==> src/rtl/eep_pkg.sv <==
package eep_pkg;

  localparam int OPC_W = 3;
  localparam logic [OPC_W-1:0] OPC_READ = 3'b110;

  // one idle slot, the opcode, the address and the data bits
  function automatic int frame_slots(input int aw, input int dw);
    return 1 + OPC_W + aw + dw;
  endfunction

  // level for data-in during a given slot; slot 0 is the idle gap
  function automatic logic cmd_bit(input logic [15:0] addr, input int unsigned aw,
                                   input int unsigned slot);
    logic [OPC_W-1:0] op_sh;
    logic [15:0]      ad_sh;
    logic             b;
    b     = 1'b0;
    op_sh = '0;
    ad_sh = '0;
    if (slot >= 1 && slot <= OPC_W) begin
      op_sh = OPC_READ >> (OPC_W - slot);
      b     = op_sh[0];
    end else if (slot > OPC_W && slot <= OPC_W + aw) begin
      ad_sh = addr >> (aw + OPC_W - slot);
      b     = ad_sh[0];
    end
    return b;
  endfunction

endpackage

==> src/rtl/eep_detect.sv <==
module eep_detect (
  input  logic clk,
  input  logic rst_n,
  input  logic strap_i,
  output logic det_o
);

  // follows the strap on every edge in reset; the last such edge wins
  always_ff @(posedge clk) begin
    if (!rst_n) det_o <= strap_i;
  end

endmodule

==> src/rtl/eep_host_reg.sv <==
module eep_host_reg (
  input  logic       clk,
  input  logic       rst_n,
  input  logic       wr_i,
  input  logic [2:0] wdata_i,
  input  logic       lock_i,
  output logic       cs_o,
  output logic       sk_o,
  output logic       di_o
);

  always_ff @(posedge clk) begin
    if (!rst_n) begin
      cs_o <= 1'b0;
      sk_o <= 1'b0;
      di_o <= 1'b0;
    end else if (wr_i && !lock_i) begin
      cs_o <= wdata_i[2];
      sk_o <= wdata_i[1];
      di_o <= wdata_i[0];
    end
  end

endmodule

==> src/rtl/eep_read_seq.sv <==
module eep_read_seq #(
  parameter int ADDR_W  = 6,
  parameter int DATA_W  = 16,
  parameter int SK_HALF = 2
) (
  input  logic              clk,
  input  logic              rst_n,
  input  logic              det_i,
  input  logic              sd_i,
  output logic              busy_o,
  output logic              done_o,
  output logic              cs_o,
  output logic              sk_o,
  output logic              di_o,
  output logic              sample_o,
  output logic              valid_o,
  output logic [ADDR_W-1:0] addr_o,
  output logic [DATA_W-1:0] data_o
);

  localparam int SLOTS   = eep_pkg::frame_slots(ADDR_W, DATA_W);
  localparam int SLOT_W  = $clog2(SLOTS);
  localparam int PH_W    = $clog2(2 * SK_HALF);
  localparam int CMD_END = eep_pkg::OPC_W + ADDR_W;

  logic              armed;
  logic [SLOT_W-1:0] slot;
  logic [PH_W-1:0]   phase;
  logic [ADDR_W-1:0] word;
  logic [DATA_W-1:0] shreg;

  logic last_phase, last_slot, last_word;

  assign last_phase = (phase == PH_W'(2 * SK_HALF - 1));
  assign last_slot  = (slot == SLOT_W'(SLOTS - 1));
  assign last_word  = &word;
  assign sample_o   = busy_o && (phase == PH_W'(SK_HALF)) && (slot > SLOT_W'(CMD_END));

  assign cs_o = busy_o && (slot != '0);
  assign sk_o = cs_o && (phase >= PH_W'(SK_HALF));
  assign di_o = cs_o && eep_pkg::cmd_bit(16'(word), ADDR_W, 32'(slot));

  always_ff @(posedge clk) begin
    if (!rst_n) begin
      armed   <= 1'b1;
      busy_o  <= 1'b0;
      done_o  <= 1'b0;
      slot    <= '0;
      phase   <= '0;
      word    <= '0;
      shreg   <= '0;
      valid_o <= 1'b0;
      addr_o  <= '0;
      data_o  <= '0;
    end else begin
      valid_o <= 1'b0;
      armed   <= 1'b0;
      if (armed && det_i) busy_o <= 1'b1;
      if (busy_o) begin
        if (sample_o) begin
          shreg <= {shreg[DATA_W-2:0], sd_i};
          if (last_slot) begin
            data_o  <= {shreg[DATA_W-2:0], sd_i};
            addr_o  <= word;
            valid_o <= 1'b1;
          end
        end
        if (last_phase) begin
          phase <= '0;
          if (last_slot) begin
            slot <= '0;
            word <= word + 1'b1;
            if (last_word) begin
              busy_o <= 1'b0;
              done_o <= 1'b1;
            end
          end else begin
            slot <= slot + 1'b1;
          end
        end else begin
          phase <= phase + 1'b1;
        end
      end
    end
  end

endmodule

==> src/rtl/eeprom_port.sv <==
module eeprom_port #(
  parameter int ADDR_W  = 6,
  parameter int DATA_W  = 16,
  parameter int SK_HALF = 2
) (
  input  logic              clk,
  input  logic              rst_n,
  input  logic              sk_strap_i,
  output logic              eep_cs_o,
  output logic              eep_sk_o,
  output logic              eep_di_o,
  input  logic              eep_do_i,
  input  logic              host_wr_i,
  input  logic [2:0]        host_wdata_i,
  output logic [5:0]        host_rdata_o,
  output logic              word_valid_o,
  output logic [ADDR_W-1:0] word_addr_o,
  output logic [DATA_W-1:0] word_data_o
);

  logic det;
  logic seq_busy, seq_done, seq_cs, seq_sk, seq_di, seq_sample;
  logic host_cs, host_sk, host_di;

  eep_detect u_det (
    .clk     (clk),
    .rst_n   (rst_n),
    .strap_i (sk_strap_i),
    .det_o   (det)
  );

  eep_host_reg u_host (
    .clk     (clk),
    .rst_n   (rst_n),
    .wr_i    (host_wr_i),
    .wdata_i (host_wdata_i),
    .lock_i  (seq_busy),
    .cs_o    (host_cs),
    .sk_o    (host_sk),
    .di_o    (host_di)
  );

  eep_read_seq #(
    .ADDR_W  (ADDR_W),
    .DATA_W  (DATA_W),
    .SK_HALF (SK_HALF)
  ) u_seq (
    .clk      (clk),
    .rst_n    (rst_n),
    .det_i    (det),
    .sd_i     (eep_do_i),
    .busy_o   (seq_busy),
    .done_o   (seq_done),
    .cs_o     (seq_cs),
    .sk_o     (seq_sk),
    .di_o     (seq_di),
    .sample_o (seq_sample),
    .valid_o  (word_valid_o),
    .addr_o   (word_addr_o),
    .data_o   (word_data_o)
  );

  // pin ownership: the sequencer while busy, the host otherwise
  always_comb begin
    if (seq_busy) begin
      eep_cs_o = seq_cs;
      eep_sk_o = seq_sk;
      eep_di_o = seq_di;
    end else begin
      eep_cs_o = host_cs;
      eep_sk_o = host_sk;
      eep_di_o = host_di;
    end
  end

  assign host_rdata_o = {det, seq_done, seq_busy, host_cs, host_sk, eep_do_i};

endmodule

==> config.mk <==
export PLATFORM = sky130hd
export DESIGN_NAME = eeprom_port
export DESIGN_NICKNAME = d
export VERILOG_FILES = /design/src/rtl/eep_pkg.sv /design/src/rtl/eep_detect.sv /design/src/rtl/eep_host_reg.sv /design/src/rtl/eep_read_seq.sv /design/src/rtl/eeprom_port.sv
export SDC_FILE = /design/constraint.sdc
export NUM_CORES = 1
export LEC_CHECK = 0
export BUFFER_PORTS_ARGS = -buffer_cell sky130_fd_sc_hd__buf_4
export CAP_MARGIN = 20
export CELL_PAD_IN_SITES_DETAIL_PLACEMENT = 1
export CELL_PAD_IN_SITES_GLOBAL_PLACEMENT = 2
export CORE_AREA = 2 2 88 90
export DETAILED_ROUTE_END_ITERATION = 8
export DIE_AREA = 0 0 90 92
export HOLD_SLACK_MARGIN = 0.02
export PLACE_DENSITY = 0.84
export SYNTH_ARGS = -nofsm -noshare
export SYNTH_HDL_FRONTEND = slang
export SYNTH_HIERARCHICAL = 1
export SYNTH_SLANG_ARGS = --single-unit
==> constraint.sdc <==
create_clock -name clk -period 3.6 [get_ports clk]
set_input_delay 0.72 -clock clk [delete_from_list [all_inputs] [get_ports clk]]
set_output_delay 0.72 -clock clk [all_outputs]
set_load 0.01 [all_outputs]
==> summary.md <==
| Metric | Value |
|---|---|
| Outcome | complete, no violations |
| # setup viols final | 0 |
| Clk sinks | 58 |
| H-tree Lvls | 3 |
| Fin crit share | 0.8337 |
| Cell mode on critical path | ha_1 |
| Vias in the first global route | 2,208 |
| Initial antenna violation count | 0 |
| Post-CTS setup buffer count | 0 |
| Arrival time worst endpoint | 2280 ps |
| Vias per std cell | 4.809 |
| Cells along the critical path | inv_1 -> ha_1 -> ha_1 -> nor4b_1 -> o2111ai_1 -> a21oi_1 -> mux2_2 -> buf_4 |
| Final Critical Period | 3001 ps |
| Initial Utilization | 0.3427 |
| Final HPWL DP | 4.099 mm |
| Antenna Cells | 0 |
| Post-Syn Instances | 305 |
| DP Worst Slack | 945.0 ps |
| Crit start category | flop |
| RSZ-0062 raised after global routing | false |
| Synthesized area per cell | 8.369 um^2 |
| CTS tree | done |
| Synth Cell Area | 0.002552 mm^2 |
| Final GP Congestion | 0.7918 |
| Clock Path Buffers | 2 |
| Post-CTS sizing | 0 |
| DRC | 0 |
| Area growth syn-to-layout | 20.34% |
| Sw Share | 0.2292 |
| Vias | 2,116 |
| Clk pwr share | 0.470 |
| Clock skew | 7.517 ps |
| Critical path buffers and inverters | 2 |
| CP max-delay cell | dfxtp_1 |
| Area of the die | 0.008280 mm^2 |
| Post-route ant nets | 0 |
| Largest net degree at the start of global routing | 33 |
| Root buffer cell | clkbuf_8 |
| Wirelength per Cell | 13.47 um |
| Die W | 90 um |
| Pwr per Cell Area | 436.7 mW/mm^2 |
| Leak pwr | 1.161 nW |
| Family with the most delay on the worst path | adder cells |
| IO Count | 40 |
| Final Total Pwr | 1.341 mW |
| Max frequency | 333.2 MHz |
| Least-Margin Pin Slew | 853.4 ps |
| Maximum VDD drop | 0.1985 mV |
| Post-synthesis net count | 325 |
| Rel. slew slack | 0.4305 |
| Layout cells sized above 1 | 0.2041 |
| IO Port Bufs | 39 |
| First-pass GRT wire length | 10.24 mm |
| Crit path max fanout | 6 |
| Nets | 353 |
| PnR worst setup slack | 598.5 ps |
| Kind of critical path | reg2out |
| Num CTS Buffers | 9 |
| Final Util | 0.4125 |
| Pint | 1.034 mW |
| Crit path capture type | output pin |
| Number of DRC markers in iteration 0 | 83 |
| Pins over their slew limit | 0 |
| Final hold violations | 0 |
| GRT Total Usage | 0.1537 |
| Clk slew on worst S/H paths | 70 ps |
| Yosys warnings | 6 |
| Setup TNS | 0 ps |
| Fraction of power consumed by sequential logic | 0.488 |
| Max-Cap Viols | 0 |
| Site Rows | 32 |
| DRT Wirelength | 5.927 mm |
| Worst-Skew Late Latency | 340 ps |
| Required @ worst endpoint | 2880 ps |
| Global route overflow | 0 |
| First-pass iteration count of the detailed router | 4 |
| Chip Height | 92 um |
| Core footprint | 0.007447 mm^2 |
| Critical Path Max Stage Delay | 460 ps |
| Hold crit path type | reg2reg |
| Cts hold-fix bufs | 0 |
| Net Switching | 0.3074 mW |
| Comb pwr share | 0.042 |
[per-stage QoR]
stage	cells	instance area, um^2	hold slack, ps
3_5_place_dp	424	2859	446.6
4_1_cts	440	3072	456.2
6_report	440	3072	454.5
3_3_place_gp	424	2859	443.7
2_1_floorplan	305	2552	428.4
5_1_grt	440	3072	469.8
[worst register-to-register path, stage by stage (launching register included)]
cell and delay (ps):
dfxtp_1 580, ha_1 280, nand3_2 210, nor2_2 710
nand2_1 160, a21oi_1 150
[sequential cells by signal, summed over array words and instances (netlist names)]
name / flops
u_seq/armed: 1
u_seq/done_o: 1
u_host/sk_o: 1
u_seq/busy_o: 1
u_seq/shreg: 15
u_seq/addr_o: 6
u_seq/phase: 2
u_host/di_o: 1
u_seq/data_o: 16
u_seq/slot: 5
u_det/det_o: 1
u_seq/valid_o: 1
u_seq/word: 6
u_host/cs_o: 1
[metal layers]
layer	track usage	share of wire	vias up
li1	-	-	1075
met1	0.1793	0.47	990
met2	0.2638	0.47	41
met3	0.03451	0.038	10
met4	0.08077	0.021	0
met5	0	0	-
[final timing paths]
| check | endpoint | cells after the start | slack [ps] | startpoint |
|---|---|---|---|---|
| worst max-delay path | eep_di_o | 8 | 600 | u_seq/slot[3]$_SDFFE_PN0P_ |
| worst min-delay path | u_seq/data_o[6]$_SDFFE_PN0P_ | 2 | 450 | u_seq/data_o[6]$_SDFFE_PN0P_ |
| worst max register to register | u_seq/addr_o[4]$_SDFFE_PN0P_ | 5 | 1450 | u_seq/slot[0]$_SDFFE_PN0P_ |
| worst min register to register | u_seq/data_o[6]$_SDFFE_PN0P_ | 2 | 450 | u_seq/data_o[6]$_SDFFE_PN0P_ |
[power groups by stage]
| stage | Clock (mW) | Combinational (mW) | Sequential, mW |
|---|---|---|---|
| CTS | 0.649 | 0.0584 | 0.654 |
| global route | 0.678 | 0.0639 | 0.655 |
| finish | 0.630 | 0.0566 | 0.655 |
| detailed placement | 0 | 0.0579 | 0.669 |
| floorplan | 0 | 0.0370 | 0.669 |
| global placement | 0 | 0.0567 | 0.669 |
[cell usage in the layout, fill, tap and decap left out, types with 2 or more instances in the layout]
cell type,instances
nand4_1,2
clkbuf_8,9
mux2_2,3
xnor2_1,7
clkinvlp_4,2
inv_1,11
and2_1,2
a211oi_1,3
dfxtp_1,57
xor2_1,2
ha_1,12
nor2_1,17
nand3_1,20
clkinv_2,2
nand2_1,59
o21ai_0,19
mux2i_1,5
buf_4,42
a21oi_1,43
[area by class of cell]
class                   count  area [um^2]
well taps                 102        127.6
flip-flops and latches     58         1171
clock inverters             6        63.81
clock buffers              10        148.9
inverters                  11        41.29
repair buffers             42        315.3
multi-input cells         211         1204
fillers                   918         4375
Note: power is estimated with default switching activity, not from simulation.
